**src/rtl/pwmp_pkg.sv**
```systemverilog
package pwmp_pkg;

  typedef enum logic [1:0] {
    SRC_OFF  = 2'd0,
    SRC_SLOW = 2'd1,
    SRC_MED  = 2'd2,
    SRC_FAST = 2'd3
  } src_sel_e;

  // first-stage divide ratio for each code
  function automatic logic [2:0] prediv_of(input logic [1:0] code);
    case (code)
      2'd0:    return 3'd2;
      2'd1:    return 3'd3;
      2'd2:    return 3'd5;
      default: return 3'd6;
    endcase
  endfunction

endpackage

```
**src/rtl/pwmp_src_mux.sv**
```systemverilog
module pwmp_src_mux
  import pwmp_pkg::*;
(
  input  logic       tick_slow,
  input  logic       tick_med,
  input  logic       tick_fast,
  input  logic [1:0] sel,
  output logic       tick
);
  always_comb begin
    case (src_sel_e'(sel))
      SRC_SLOW: tick = tick_slow;
      SRC_MED:  tick = tick_med;
      SRC_FAST: tick = tick_fast;
      default:  tick = 1'b0;
    endcase
  end
endmodule

```
**src/rtl/pwmp_prescale.sv**
```systemverilog
module pwmp_prescale
  import pwmp_pkg::*;
#(
  parameter int EXP_BITS = 3
) (
  input  logic                clk,
  input  logic                rst_n,
  input  logic                run,
  input  logic                tick,
  input  logic [1:0]          div_code,
  input  logic [EXP_BITS-1:0] exp_m,
  output logic                step
);
  localparam int EXP_CNT_W = (1 << EXP_BITS) - 1;

  logic [2:0]           div_cnt;
  logic [2:0]           div_last;
  logic                 div_wrap;
  logic [EXP_CNT_W-1:0] exp_cnt;
  logic [EXP_CNT_W-1:0] exp_last;

  assign div_last = prediv_of(div_code) - 3'd1;
  assign div_wrap = tick && (div_cnt >= div_last);
  // 2^m - 1; the shift by the top exponent overflows to zero and wraps to all ones
  assign exp_last = ({{(EXP_CNT_W-1){1'b0}}, 1'b1} << exp_m) - 1'b1;
  assign step     = div_wrap && (exp_cnt >= exp_last);

  always_ff @(posedge clk or negedge rst_n) begin
    if (!rst_n) begin
      div_cnt <= '0;
      exp_cnt <= '0;
    end else if (!run) begin
      div_cnt <= '0;
      exp_cnt <= '0;
    end else if (div_wrap) begin
      div_cnt <= '0;
      exp_cnt <= step ? '0 : exp_cnt + 1'b1;
    end else if (tick) begin
      div_cnt <= div_cnt + 3'd1;
    end
  end

  AST_DIV_BOUND: assert property (@(posedge clk) disable iff (!rst_n)
    div_cnt <= 3'd5);
  AST_STEP_NEEDS_TICK: assert property (@(posedge clk) disable iff (!rst_n)
    step |-> tick);
  AST_IDLE_PRESCALE_ZERO: assert property (@(posedge clk) disable iff (!rst_n)
    !run |=> (div_cnt == 3'd0 && exp_cnt == '0));
endmodule

```
**src/rtl/pwmp_slot_cnt.sv**
```systemverilog
module pwmp_slot_cnt #(
  parameter int HI_BITS = 9,
  parameter int LO_BITS = 6
) (
  input  logic               clk,
  input  logic               rst_n,
  input  logic               run,
  input  logic               step,
  input  logic               wide_in,
  input  logic [HI_BITS-1:0] duty_in,
  output logic               boundary,
  output logic               pin
);
  localparam logic [HI_BITS-1:0] LAST_WIDE   = '1;
  localparam logic [HI_BITS-1:0] LAST_NARROW = HI_BITS'((1 << LO_BITS) - 1);

  logic               wide_q;
  logic [HI_BITS-1:0] duty_q;
  logic [HI_BITS-1:0] cnt;
  logic [HI_BITS-1:0] last;
  logic [HI_BITS-1:0] duty_masked;

  assign last        = wide_q ? LAST_WIDE : LAST_NARROW;
  assign duty_masked = duty_in & (wide_in ? LAST_WIDE : LAST_NARROW);
  assign boundary    = step && (cnt == last);
  assign pin         = run && (cnt < duty_q);

  always_ff @(posedge clk or negedge rst_n) begin
    if (!rst_n) begin
      cnt    <= '0;
      wide_q <= 1'b0;
      duty_q <= '0;
    end else if (!run) begin
      cnt    <= '0;
      wide_q <= wide_in;
      duty_q <= duty_masked;
    end else if (step) begin
      if (boundary) begin
        cnt    <= '0;
        wide_q <= wide_in;
        duty_q <= duty_masked;
      end else begin
        cnt <= cnt + 1'b1;
      end
    end
  end

  AST_CNT_RANGE: assert property (@(posedge clk) disable iff (!rst_n)
    cnt <= last);
  AST_DUTY_HOLD: assert property (@(posedge clk) disable iff (!rst_n)
    (run && !boundary) |=> $stable(duty_q));
  AST_IDLE_SLOT_ZERO: assert property (@(posedge clk) disable iff (!rst_n)
    !run |=> (cnt == '0));
endmodule

```
**src/rtl/pwmp_core.sv**
```systemverilog
module pwmp_core
  import pwmp_pkg::*;
#(
  parameter int HI_BITS  = 9,
  parameter int LO_BITS  = 6,
  parameter int EXP_BITS = 3
) (
  input  logic                clk,
  input  logic                rst_n,
  input  logic                tick_slow,
  input  logic                tick_med,
  input  logic                tick_fast,
  input  logic [1:0]          clk_sel,
  input  logic [1:0]          prediv_sel,
  input  logic [EXP_BITS-1:0] exp_sel,
  input  logic                wide_mode,
  input  logic                bypass_seq,
  input  logic [HI_BITS-1:0]  duty_reg,
  input  logic [HI_BITS-1:0]  duty_seq,
  input  logic                pwm_en,
  input  logic                out_en,
  output logic                pwm_out
);
  logic               run;
  logic               src_tick;
  logic               slot_step;
  logic               period_end;
  logic [HI_BITS-1:0] duty_pick;

  assign run       = pwm_en && out_en;
  assign duty_pick = bypass_seq ? duty_reg : duty_seq;

  pwmp_src_mux u_mux (
    .tick_slow (tick_slow),
    .tick_med  (tick_med),
    .tick_fast (tick_fast),
    .sel       (clk_sel),
    .tick      (src_tick)
  );

  pwmp_prescale #(.EXP_BITS(EXP_BITS)) u_pre (
    .clk      (clk),
    .rst_n    (rst_n),
    .run      (run),
    .tick     (src_tick),
    .div_code (prediv_sel),
    .exp_m    (exp_sel),
    .step     (slot_step)
  );

  pwmp_slot_cnt #(.HI_BITS(HI_BITS), .LO_BITS(LO_BITS)) u_slot (
    .clk      (clk),
    .rst_n    (rst_n),
    .run      (run),
    .step     (slot_step),
    .wide_in  (wide_mode),
    .duty_in  (duty_pick),
    .boundary (period_end),
    .pin      (pwm_out)
  );

  AST_HALT_NO_STEP: assert property (@(posedge clk) disable iff (!rst_n)
    (clk_sel == 2'd0) |-> !slot_step);
  AST_PIN_OFF_LOW: assert property (@(posedge clk) disable iff (!rst_n)
    (!pwm_en || !out_en) |-> !pwm_out);
  AST_BOUNDARY_ON_STEP: assert property (@(posedge clk) disable iff (!rst_n)
    period_end |-> (slot_step && run));
endmodule

```
**config.mk**
```make
export PLATFORM = sky130hd
export DESIGN_NAME = pwmp_core
export DESIGN_NICKNAME = d
export VERILOG_FILES = /design/src/rtl/pwmp_pkg.sv /design/src/rtl/pwmp_src_mux.sv /design/src/rtl/pwmp_prescale.sv /design/src/rtl/pwmp_slot_cnt.sv /design/src/rtl/pwmp_core.sv
export SDC_FILE = /design/constraint.sdc
export NUM_CORES = 1
export LEC_CHECK = 0
export BUFFER_PORTS_ARGS = -buffer_cell sky130_fd_sc_hd__buf_4
export CAP_MARGIN = 10
export CORE_ASPECT_RATIO = 1.5
export CORE_MARGIN = 2
export CORE_UTILIZATION = 30
export CTS_CLUSTER_DIAMETER = 40
export DETAILED_ROUTE_END_ITERATION = 10
export PLACE_DENSITY = 0.59
export SKIP_LAST_GASP = 1
export SLEW_MARGIN = 5
export SYNTH_ARGS = -nofsm -noshare
export SYNTH_HDL_FRONTEND = slang
export SYNTH_SLANG_ARGS = --single-unit
export TNS_END_PERCENT = 50
```
**constraint.sdc**
```tcl
create_clock -name clk -period 2.02 [get_ports clk]
set_clock_uncertainty 0.1 [all_clocks]
set_input_delay 0.303 -clock clk [delete_from_list [all_inputs] [get_ports clk]]
set_output_delay 0.303 -clock clk [all_outputs]
set_load 0.05 [all_outputs]
```
### Word-level counts from Yosys, hierarchy flattened

Cells that the tools add are included.

* bitwise gates (word level): 1
* equality and inequality tests: 10
* reductions and logical operators: 7
* div/mod/pow operators: 0
* magnitude comparators: 3
* multiplexer cells: 20
* shift operators: 1
* multiply operators: 0
* add/subtract/negate cells: 5

Operators with widths (count)
* 9-bit 2-to-1 mux: 9
* 7-bit 2-to-1 mux: 3
* 9-bit by 1-bit adder with 9-bit output (second input constant): 1
* 9-bit AND: 1
* 9-bit == test: 1
* 9-bit < comparator: 1
* 3-bit 2-to-1 mux: 3
* 3-bit case mux with 3 select lines: 1
* 7-bit by 1-bit adder with 7-bit output (second input constant): 1
* 7-bit greater-or-equal comparator: 1
* 1-bit by 3-bit left shift with 7-bit output (first input constant): 1
* 7-bit by 1-bit subtractor with 7-bit output (second input constant): 1
* 2-bit == test (second input constant): 3
* 2-bit inequality test (second input constant): 3
* 1-bit logical AND: 5
* 2-bit by 1-bit == test with 1-bit output (second input constant): 2
* 3-bit by 1-bit adder with 3-bit output (second input constant): 1
* 3-bit greater-or-equal comparator: 1
* 1-bit 2-to-1 mux: 3
* 3-bit inequality test (second input constant): 1
* 1-bit case mux with 3 select lines: 1
* 3-bit by 1-bit subtractor with 3-bit output (second input constant): 1
* 2-bit logical NOT: 1
* 2-bit AND reduction: 1

* memory bits (writable): 0
* output and inout bits: 1
* memories kept: 0
* word-level logic and storage cells: 52
* register bits: 29
* bits in latches: 0
* input port bits: 34
* bits in read-only memories: 0

### Longest topological paths before layout

Gate-level depths: netlist (run 1).

* word-level depth: 10
* gate-level depth with buffers: 10
* mapped depth without buffers: 9

### Cells and area by module

From an unflattened synthesis (run 1), not the netlist that was laid out.

* cell total of the unflattened synthesis: 210
* area total of the unflattened synthesis: 2100.8 µm²

By module, submodules not included
* pwmp_slot_cnt: times used 1, cells an instance 100, area an instance 1058.5 µm², seq. area each 475.5 µm²
* pwmp_prescale: times used 1, cells an instance 96, area an instance 865.8 µm², seq. area each 250.2 µm²
* pwmp_core: times used 1, cells an instance 11, area an instance 152.6 µm², seq. area each 0.0 µm²
* pwmp_src_mux: times used 1, cells an instance 3, area an instance 23.8 µm², seq. area each 0.0 µm²

### Least setup slack after synthesis (run 1)

OpenSTA, ideal clock, no wires.

* kind: input to register
* start: in exp_sel[1]
* end: reg u_slot.duty_q[0]
* arrival: 2.191 ns
* path slack: -0.396 ns
* stages on the path: 8
* required time: 1.795 ns
* path buffers: 1
* cell sequence: or3_1 ha_1 nor2b_1 o21ai_0 a21oi_4 nor3_2 buf_6 mux2_4

* longest elaborated chain between the ends: 7
* elaborated cells between the ends (all ways): 8

RTL lines
* from (decl): line pwmp_core.sv:15 `input logic [EXP_BITS-1:0] exp_sel,`
* 1-bit by 3-bit left shift with 7-bit output *: line pwmp_prescale.sv:25 `assign exp_last = ({{(EXP_CNT_W-1){1'b0}}, 1'b1} << exp_m) - 1'b1;`
* 7-bit by 1-bit subtractor with 7-bit output *: line pwmp_prescale.sv:25
* 7-bit greater-or-equal comparator *: line pwmp_prescale.sv:26 `assign step = div_wrap && (exp_cnt >= exp_last);`
* 1-bit logical AND *: line pwmp_prescale.sv:26
* 1-bit logical AND: line pwmp_slot_cnt.sv:25 `assign boundary = step && (cnt == last);`
* 2-bit inequality test (no source line)
* 2-bit AND reduction (no source line) *
* to (signal assigned): line pwmp_slot_cnt.sv:36 `duty_q <= duty_masked;`
* to (signal assigned): line pwmp_slot_cnt.sv:41 `duty_q <= duty_masked;`
* to (decl): line pwmp_slot_cnt.sv:18 `logic [HI_BITS-1:0] duty_q;`

Every way passes the cells marked *; elsewhere a longest branch is shown, timed or not.
A chain may end at the register's enable or synchronous reset.

### Final worst setup path (run 1)

* start: reg u_slot.duty_q[5]
* end: out pwm_out

* longest elaborated chain between the ends: 2

RTL lines
* 9-bit < comparator: line pwmp_slot_cnt.sv:26 `assign pin = run && (cnt < duty_q);`
* 1-bit logical AND: line pwmp_slot_cnt.sv:26
* to (decl): line pwmp_core.sv:22 `output logic pwm_out`

Every way passes these cells.

==> results of run 1 <==
## synthesized netlist by cell type, drive strengths merged
master,instances
clkbuf,4
dfrtp,29
nor3b,1
o21ai,15
or4b,1
mux2i,15
o2111a,1
a31oi,2
or4,2
buf,1
o31ai,8
a21o,9
ha,22
nor2,13
o41ai,2
or3,1
o211ai,1
mux2,7
nand2b,2
nand2,17
nand3,10
nand4,4
a22o,3
or2,2
a211oi,5
a211o,2
o22ai,1
and3,1
a311oi,1
inv,14
a21oi,11
nor2b,2
nor3,3
## sequential cells by signal (all words and copies together), names as in the netlist
register / flops
u_slot.cnt: 9
u_slot.duty_q: 9
u_pre.exp_cnt: 7
u_pre.div_cnt: 3
u_slot.wide_q: 1
## metal layers
metal / routed length, um / global-route usage, % / vias to the layer above
li1: - / - / 947
met1: 1894 / 14.78 / 941
met2: 2640 / 25.26 / 55
met3: 238 / 3.279 / 12
met4: 137 / 5.930 / 0
met5: 0 / 0 / -
## cells in the final DEF, fill, tap and decap left out, types with 6 or more instances in the layout
master and count:
o21ai_0 10, mux2i_1 15, nor2_1 12, ha_1 18
buf_6 6, nand2_1 17, buf_4 70, a21oi_1 7
o31ai_1 7, a21o_1 9, inv_1 12, dfrtp_1 29
nand3_1 9
## power by group through the flow
stage / registers, mW / clock network, mW / logic [mW]
final: 0.639 / 0.467 / 0.421
after detailed placement: 0.649 / 0 / 0.380
after CTS: 0.639 / 0.483 / 0.403
after floorplan: 0.647 / 0 / 0.216
after global placement: 0.648 / 0 / 0.373
after global routing: 0.643 / 0.503 / 0.473
## worst max-delay path, delay by kind of cell, from the launching register on
kind / cells / cell delay (ns)
compound gates: 4 / 0.65
flops: 1 / 0.37
buf+inv: 2 / 0.26
fa+ha+maj: 1 / 0.21
## metrics by stage
stage / util [%] / worst slack [ns] / power (mW) / std cells / hold slack [ns]
2_1_floorplan: - / -0.1335 / 0.8635 / 212 / -0.09259
3_3_place_gp: 41.46 / -0.2392 / 1.021 / 356 / 0.1549
3_5_place_dp: 41.46 / -0.2950 / 1.029 / 356 / 0.1572
4_1_cts: 43.77 / -0.1712 / 1.525 / 367 / 0.1817
5_1_grt: 45.80 / -0.2688 / 1.619 / 370 / 0.1978
6_report: 45.80 / -0.1417 / 1.527 / 370 / 0.1872
## kinds of logic after synthesis
| logic type | Yosys count | share of synthesized area [%] |
|---|---|---|
| buffers and inverters | 19 | 3.858 |
| muxes | 22 | 11.57 |
| adders and majority gates | 22 | 13.47 |
| AOI/OAI and AO/OA | 61 | 21.07 |
| and+or+nand+nor | 59 | 14.51 |
| DFF | 29 | 35.52 |
## cell type report
type	instances	area, sq um	area share (%)
multi-input cells	164	1388	46.38
flip-flops and latches	29	725.7	24.26
repair buffers	79	648.1	21.66
well taps	76	95.09	3.179
clock buffers	6	72.57	2.426
inverters	14	52.55	1.757
clock inverters	2	10.01	0.3346
## worst paths after layout
check | start | slack, ns | depth (start not counted) | endpoint
setup / recovery | u_slot.duty_q[5]$_DFFE_PN0P_ | -0.14 | 7 | pwm_out
hold / removal | wide_mode | 0.19 | 2 | u_slot.wide_q$_DFFE_PN0P_
setup reg to reg | u_slot.cnt[7]$_DFFE_PN0P_ | -0.13 | 6 | u_slot.duty_q[0]$_DFFE_PN0P_
hold reg to reg | u_slot.duty_q[4]$_DFFE_PN0P_ | 0.42 | 2 | u_slot.duty_q[4]$_DFFE_PN0P_
max in group asynchronous | rst_n | 1.15 | 2 | u_slot.duty_q[4]$_DFFE_PN0P_
min in group asynchronous | rst_n | 0.38 | 2 | u_slot.cnt[3]$_DFFE_PN0P_
## what timing repair did
item,in CTS,in global routing
hold buffers,1,0
cloned,0,1
setup endpoints to repair,19,28
pin swaps,7,11
gates resized for setup,8,18
buffers inserted,2,2
hold endpoints to repair,29,0
==> out/results.tsv, run 1 <==
stage	metric	value	unit
layout	nNetsFinal	349	
status	violations	setup timing	
routing	drt_iter0_markers	67	
sta	timing.final.crit_share	107.0	%
sta	rsz0062_at_grt	yes	
worst_setup_path	crit_type	flip-flop to primary output	
clock_network	cts_tree	yes	
synth	yosysSeqAreaShare	35.52	%
floorplan	core-area	6531	sq um
clock_network	clock-sinks	29	
worst_setup_path	cp_cell_sequence	inv_2 -> ha_4 -> a21o_1 -> a21oi_2 -> o211ai_1 -> a31oi_4 -> buf_6	
clock_network	clkLatencyLatePin	0.29	ns
grt	grt_use_total	13.87	%
layout	diodes	0	
worst_setup_path	slowest_stage	dfrtp_1	
layout	drive_above_1_share	39.80	%
sta	period_needed	2.162	ns
grt	grt_max_degree	30	
placed_design	portBuffers	34	
clock_network	clk_transition_reported_paths	0.06	ns
floorplan	die_h	105.1	um
sta	hold_viol_final	0	
power	comb_power_share	27.6	%
routing	post_drt_wl_per_cell	13.27	um
worst_setup_path	critPathMaxStageDelay	0.37	ns
grt	gr-total-overflow	0	
grt	grt_pass1_wl	8335	um
placed_design	place_area	2708	sq um
sta	fmax	462.6	MHz
power	swShare	29.25	%
sta	relSlewSlack	72.63	%
floorplan	num_rows	36	
clock_network	cts_buffers	5	
floorplan	chipWidth	71.38	um
synth	synth_area	2043	sq um
sta	fin_ws	-0.1417	ns
power	p_leak	1.509	nW
synth	synth_area_leader_cell	dfrtp_1	
floorplan	die_area	7500	sq um
clock_network	cts-root-buf	clkbuf_8	
placed_design	place_hpwl	3666	um
routing	route.detailed.drc	0	
routing	drt_pass1_iterations	4	
layout	design_area	2992	sq um
power	peakVddDrop	0.0003610	V
power	p_switching	0.4466	mW
layout	area_delta_synth_final	46.42	%
clock_network	cts_buffer_depth	2	
synth	synth_area_leaders	dfrtp_1 36%, ha_1 13%, mux2i_1 7.3%	
synth	synth.ff_latch_count	29	
floorplan	pin_count	35	
synth	synth_nets	268	
worst_setup_path	arrival	1.76	ns
worst_setup_path	crit_fanout	3	
status	outcome	complete, but fails checks	
synth	yosys.cell_types.count	41	
routing	ant_nets	0	
worst_setup_path	start_kind	flip-flop	
power	power_density	510.5	nW/um^2
sta	worstMarginPinSlew	0.3992	ns
synth	synthCells	212	
grt	antenna_found_initial	0	
power	internal_power	1.080	mW
floorplan	start_util	31.28	%
flow_run	maxCapViolCount	0	
layout	nFillCells	643	
sta	slew_viol_final	0	
grt	grt_pass1_vias	1892	
power	clkPwrFrac	30.6	%
worst_setup_path	worst_ep_required_time	1.62	ns
routing	vias_per_cell	5.284	
routing	wirelength	4911	um
sta	finalSetupTns	-1.273	ns
worst_setup_path	setup.worst_path.end_class	primary output	
sta	setup_viol	21	
placed_design	gp_congestion	0.8247	
routing	vias	1955	
power	power.share.sequential	41.9	%
synth	yosys_warnings	0	
worst_hold_path	hold_path.class	primary input to flip-flop	
synth	yosysTopAreaCellShare	35.52	%
clock_network	htreeDepth	2	
synth	syn_area_per_cell	9.638	sq um
Power figures use the tool's default switching activity.
==> inputs of run 2 (changes only) <==
- CTS_BUF_LIST: not set -> sky130_fd_sc_hd__clkbuf_16
==> run 2 against run 1 <==
  * The run still ends with setup timing left
  * Final cell count increased by 0.54%
  * Power increased by 17%
  * Register-to-register slack improved by 0.02 ns
  * Via count increased by 0.56%
  * Critical endpoint unchanged
==> out/results.tsv, run 2 (synthesis gave the netlist of run 1 again) <==
stage	metric	value	unit
clock_network	clkLatencyLatePin	0.28	ns
worst_hold_path	hold_path.class	primary input to flip-flop	
grt	antenna_found_initial	0	
sta	setup_viol	14	
worst_setup_path	arrival	1.75	ns
sta	hold_viol_final	0	
sta	worstMarginPinSlew	0.3983	ns
worst_setup_path	start_kind	flip-flop	
placed_design	gp_congestion	0.8247	
clock_network	clock-sinks	29	
grt	grt_max_degree	30	
sta	fin_ws	-0.1348	ns
worst_setup_path	slowest_stage	dfrtp_1	
worst_setup_path	crit_type	flip-flop to primary output	
floorplan	start_util	31.28	%
clock_network	cts_buffer_depth	2	
layout	reg_top3	u_slot.cnt (9), u_slot.duty_q (9), u_pre.exp_cnt (7)	
layout	layout_common_cells	70 x buf_4, 29 x dfrtp_1, 17 x nand2_1	
flow_run	maxCapViolCount	0	
worst_setup_path	critPathMaxStageDelay	0.37	ns
routing	route.detailed.drc	0	
floorplan	num_rows	36	
clock_network	cts_tree	yes	
grt	gr-total-overflow	0	
sta	rsz0062_at_grt	yes	
grt	grt_pass1_vias	1899	
grt	grt_use_total	14.22	%
layout	design_area	3110	sq um
layout	drive_above_1_share	41.89	%
worst_setup_path	worst_ep_required_time	1.62	ns
layout	final_common_cell	buf_4	
routing	vias	1966	
floorplan	pin_count	35	
worst_hold_path	hold_start	wide_mode	
floorplan	chipWidth	71.38	um
placed_design	preCtsSetupSlack	-0.2950	ns
grt	grt_pass1_wl	8404	um
layout	fin_cells	372	
placed_design	place_area	2708	sq um
worst_setup_path	cp_cell_sequence	inv_2 -> ha_4 -> a21o_1 -> a21oi_1 -> o211ai_1 -> a31oi_4 -> buf_6	
floorplan	core-area	6531	sq um
placed_design	place_inst	356	
clock_network	cts-root-buf	clkbuf_16	
layout	final_core_util	47.62	%
sta	fmax	464.1	MHz
routing	vias_per_cell	5.285	
layout	nNetsFinal	351	
placed_design	portBuffers	34	
layout	diodes	0	
clock_network	htreeDepth	2	
worst_setup_path	crit_start	u_slot.duty_q[5]$_DFFE_PN0P_	
clock_network	clk_transition_reported_paths	0.05	ns
layout	area_delta_synth_final	52.23	%
power	power_density	573.1	nW/um^2
placed_design	place_hpwl	3666	um
clock_network	cts_buffers	5	
power	p_leak	1.549	nW
routing	ant_nets	0	
routing	wirelength	5062	um
status	violations	setup timing	
sta	slew_viol_final	0	
sta	timing.final.crit_share	106.7	%
layout	nFillCells	626	
routing	drt_pass1_iterations	5	
status	outcome	complete, but fails checks	
sta	relSlewSlack	72.69	%
worst_setup_path	setup.worst_path.end_class	primary output	
floorplan	die_h	105.1	um
power	power.total	1.783	mW
power	peakVddDrop	0.0003417	V
sta	period_needed	2.155	ns
floorplan	die_area	7500	sq um
worst_setup_path	timing.rr.start	u_pre.exp_cnt[5]$_DFFE_PN0P_	
routing	drt_iter0_markers	102	
routing	post_drt_wl_per_cell	13.61	um
worst_setup_path	crit_fanout	3	
-- run 2: cell count changes in the layout (fill, tap and decap cells not counted), sizes merged --
cell    change
buf         +2
inv         +1
clkbuf      -1
-- run 2: worst paths after layout --
check	cells past startpoint	slack, ns	to
max	7	-0.13	pwm_out
min	2	0.19	u_slot.wide_q$_DFFE_PN0P_
max reg2reg	7	-0.11	u_slot.wide_q$_DFFE_PN0P_
min reg2reg	2	0.42	u_slot.duty_q[4]$_DFFE_PN0P_
max in group asynchronous	2	1.14	u_slot.cnt[5]$_DFFE_PN0P_
min in group asynchronous	2	0.39	u_slot.cnt[3]$_DFFE_PN0P_
-- run 2: repair_timing --
| action | in CTS | in global routing |
|---|---|---|
| cloned | 0 | 1 |
| endpoints found under the hold margin | 29 | 0 |
| setup buffers | 3 | 3 |
| hold buffers | 1 | 0 |
| pin swaps | 8 | 8 |
| gates resized for setup | 8 | 26 |
| setup endpoints to repair | 18 | 28 |
-- run 2: final cells by class --
type	count	area (sq um)	share of cell area (%)
Sequential cell	29	725.7	23.33
Clock buffer	5	125.1	4.023
Inverter	14	52.55	1.689
Clock inverter	3	13.76	0.4425
Timing Repair Buffer	81	665.6	21.40
Tap cell	76	95.09	3.057
Multi-Input combinational cell	164	1433	46.06
-- run 2: power breakdown --
group	internal (mW)	switching (mW)	total, mW
clock	0.445	0.262	0.707
sequential	0.623	0.0177	0.641
combinational	0.229	0.206	0.435
-- run 2: layer usage --
layer	track usage, %	vias to the layer above	wire length [um]	part of all wire (%)
li1	-	952	-	-
met1	15.08	951	1926	38
met2	25.33	52	2768	55
met3	3.279	11	231	4.6
met4	7.547	0	136	2.7
met5	0	-	0	0
-- run 2: critical path, delay by kind of cell (launching register included) --
kind / cells / cell delay (ns)
buffers and inverters: 2 / 0.26
flip-flops: 1 / 0.37
AO/OA/AOI/OAI: 4 / 0.65
adder cells (fa/ha/maj): 1 / 0.21
-- run 2: through the flow --
stage,hold slack [ns],setup TNS [ns]
finish,0.1931,-0.8721
global route,0.2035,-2.256
CTS,0.1897,-0.6569
detailed placement,0.1572,-5.438
global placement,0.1549,-4.224
floorplan,-0.09259,-0.2731
==> inputs of run 3 (changes only) <==
- CTS_BUF_LIST: sky130_fd_sc_hd__clkbuf_16 -> sky130_fd_sc_hd__clkbuf_2 sky130_fd_sc_hd__clkbuf_4 sky130_fd_sc_hd__clkbuf_8
==> run 3 against run 2 <==
  * Largest power group is now sequential cells
  * Critical path type unchanged
  * Setup slack got worse by 0.0069 ns
  * The flow still finishes with violations (setup timing)
  * First-iteration DRC count fell by 39%
  * Non-clock buffer count fell by 2
  * Global-route usage fell by 0.35 points
==> out/results.tsv, run 3 (synthesis gave the netlist of run 1 again) <==
stage	metric	value	unit
placed_design	preCtsSetupSlack	-0.2950	ns
floorplan	start_util	31.28	%
sta	relSlewSlack	72.63	%
sta	period_needed	2.162	ns
grt	grt_use_total	13.87	%
worst_setup_path	cp_num_buf_inv	2	
grt	grt_pass1_vias	1892	
sta	timing.final.crit_share	107.0	%
sta	rsz0062_at_grt	yes	
power	peakVddDrop	0.0003601	V
layout	layout_common_cells	70 x buf_4, 29 x dfrtp_1, 18 x ha_1	
routing	vias	1952	
layout	final_common_cell	buf_4	
routing	route.detailed.drc	0	
worst_setup_path	arrival	1.76	ns
clock_network	clock-sinks	29	
clock_network	cts_buffers	5	
power	p_leak	1.513	nW
grt	grt_pass1_wl	8335	um
clock_network	cts-root-buf	clkbuf_8	
layout	multi_input_area	1388	sq um
worst_setup_path	critPathMaxStageDelay	0.37	ns
layout	drive_above_1_share	40.14	%
clock_network	htreeDepth	2	
floorplan	chipWidth	71.38	um
worst_setup_path	slowest_stage	dfrtp_1	
worst_setup_path	critical-path-top-delay-family	compound AO/OA/AOI/OAI gates	
sta	fin_ws	-0.1417	ns
power	power_density	514.1	nW/um^2
layout	nFillCells	642	
sta	worstMarginPinSlew	0.3992	ns
layout	final_core_util	45.86	%
routing	drt_iter0_markers	62	
routing	wirelength	4897	um
routing	ant_nets	0	
routing	vias_per_cell	5.276	
clock_network	clk_transition_reported_paths	0.06	ns
status	violations	setup timing	
layout	ff_latch_area	725.7	sq um
clock_network	cts_tree	yes	
clock_network	cts_buffer_depth	2	
sta	whs	0.1872	ns
floorplan	num_rows	36	
sta	setup_viol	21	
layout	diodes	0	
clock_network	clkLatencyLatePin	0.29	ns
flow_run	maxCapViolCount	0	
grt	grt_max_degree	30	
placed_design	gp_congestion	0.8247	
sta	slew_viol_final	0	
worst_setup_path	crit_fanout	3	
layout	reg_top3	u_slot.cnt (9), u_slot.duty_q (9), u_pre.exp_cnt (7)	
worst_setup_path	crit_type	flip-flop to primary output	
layout	area_delta_synth_final	46.60	%
sta	hold_viol_final	0	
floorplan	core-area	6531	sq um
routing	drt_pass1_iterations	4	
worst_hold_path	hold_path.class	primary input to flip-flop	
grt	antenna_found_initial	0	
worst_setup_path	start_kind	flip-flop	
placed_design	portBuffers	34	
routing	post_drt_wl_per_cell	13.24	um
worst_setup_path	worst_ep_required_time	1.62	ns
floorplan	die_h	105.1	um
worst_setup_path	cp_cell_sequence	inv_2 -> ha_4 -> a21o_1 -> a21oi_2 -> o211ai_1 -> a31oi_4 -> buf_6	
placed_design	place_hpwl	3666	um
layout	nNetsFinal	349	
floorplan	die_area	7500	sq um
grt	gr-total-overflow	0	
floorplan	pin_count	35	
status	outcome	complete, but fails checks	
worst_setup_path	setup.worst_path.end_class	primary output	
sta	fmax	462.6	MHz
run 3: cell types whose count changed in the layout (fill, tap and decap cells not counted), moves of 2 or more:
cell	previous run	this run
buf_6	8	6
clkbuf_16	6	1
clkbuf_8	0	5
ha_1	16	18
ha_4	6	4
run 3: final timing paths:
path | from | to | slack [ns] | cells after the start
min | wide_mode | u_slot.wide_q$_DFFE_PN0P_ | 0.19 | 2
max | u_slot.duty_q[5]$_DFFE_PN0P_ | pwm_out | -0.14 | 7
min in group asynchronous | rst_n | u_slot.cnt[3]$_DFFE_PN0P_ | 0.38 | 2
min reg2reg | u_slot.duty_q[4]$_DFFE_PN0P_ | u_slot.duty_q[4]$_DFFE_PN0P_ | 0.42 | 2
max in group asynchronous | rst_n | u_slot.duty_q[4]$_DFFE_PN0P_ | 1.15 | 2
max reg2reg | u_slot.cnt[7]$_DFFE_PN0P_ | u_slot.duty_q[0]$_DFFE_PN0P_ | -0.13 | 6
run 3: repair_timing:
item / CTS / global route
gates cloned: 0 / 1
pin swaps: 7 / 11
buffers inserted: 2 / 2
endpoints found under the setup margin: 19 / 28
hold buffers: 1 / 0
hold endpoints to repair: 29 / 0
gates resized for setup: 8 / 18
run 3: routing by layer:
metal | vias to the layer above | global-route usage [%] | part of all wire, %
met3 | 12 | 3.279 | 4.9
li1 | 946 | - | -
met1 | 940 | 14.78 | 39
met5 | - | 0 | 0
met4 | 0 | 5.930 | 2.8
met2 | 54 | 25.26 | 54
run 3: area by class of cell:
type,instances,share of cell area (%)
multi-input combinational,164,46.32
tap,76,3.175
inverter,14,1.754
sequential,29,24.23
timing repair buffer,79,21.64
clock buffer,6,2.548
clock inverter,2,0.3342
run 3: where the power goes:
part,total (mW),switching [mW],internal (mW)
sequential,0.639,0.0174,0.622
clock,0.479,0.228,0.252
combinational,0.421,0.201,0.221
total,1.54,0.446,1.09
run 3: per-stage QoR:
stage / TNS [ns] / cells / power [mW] / area, sq um
6_report: -1.217 / 370 / 1.540 / 2995
5_1_grt: -2.980 / 370 / 1.633 / 2995
4_1_cts: -0.8047 / 367 / 1.539 / 2863
3_5_place_dp: -5.438 / 356 / 1.029 / 2708
3_3_place_gp: -4.224 / 356 / 1.021 / 2708
2_1_floorplan: -0.2731 / 212 / 0.8635 / 2092
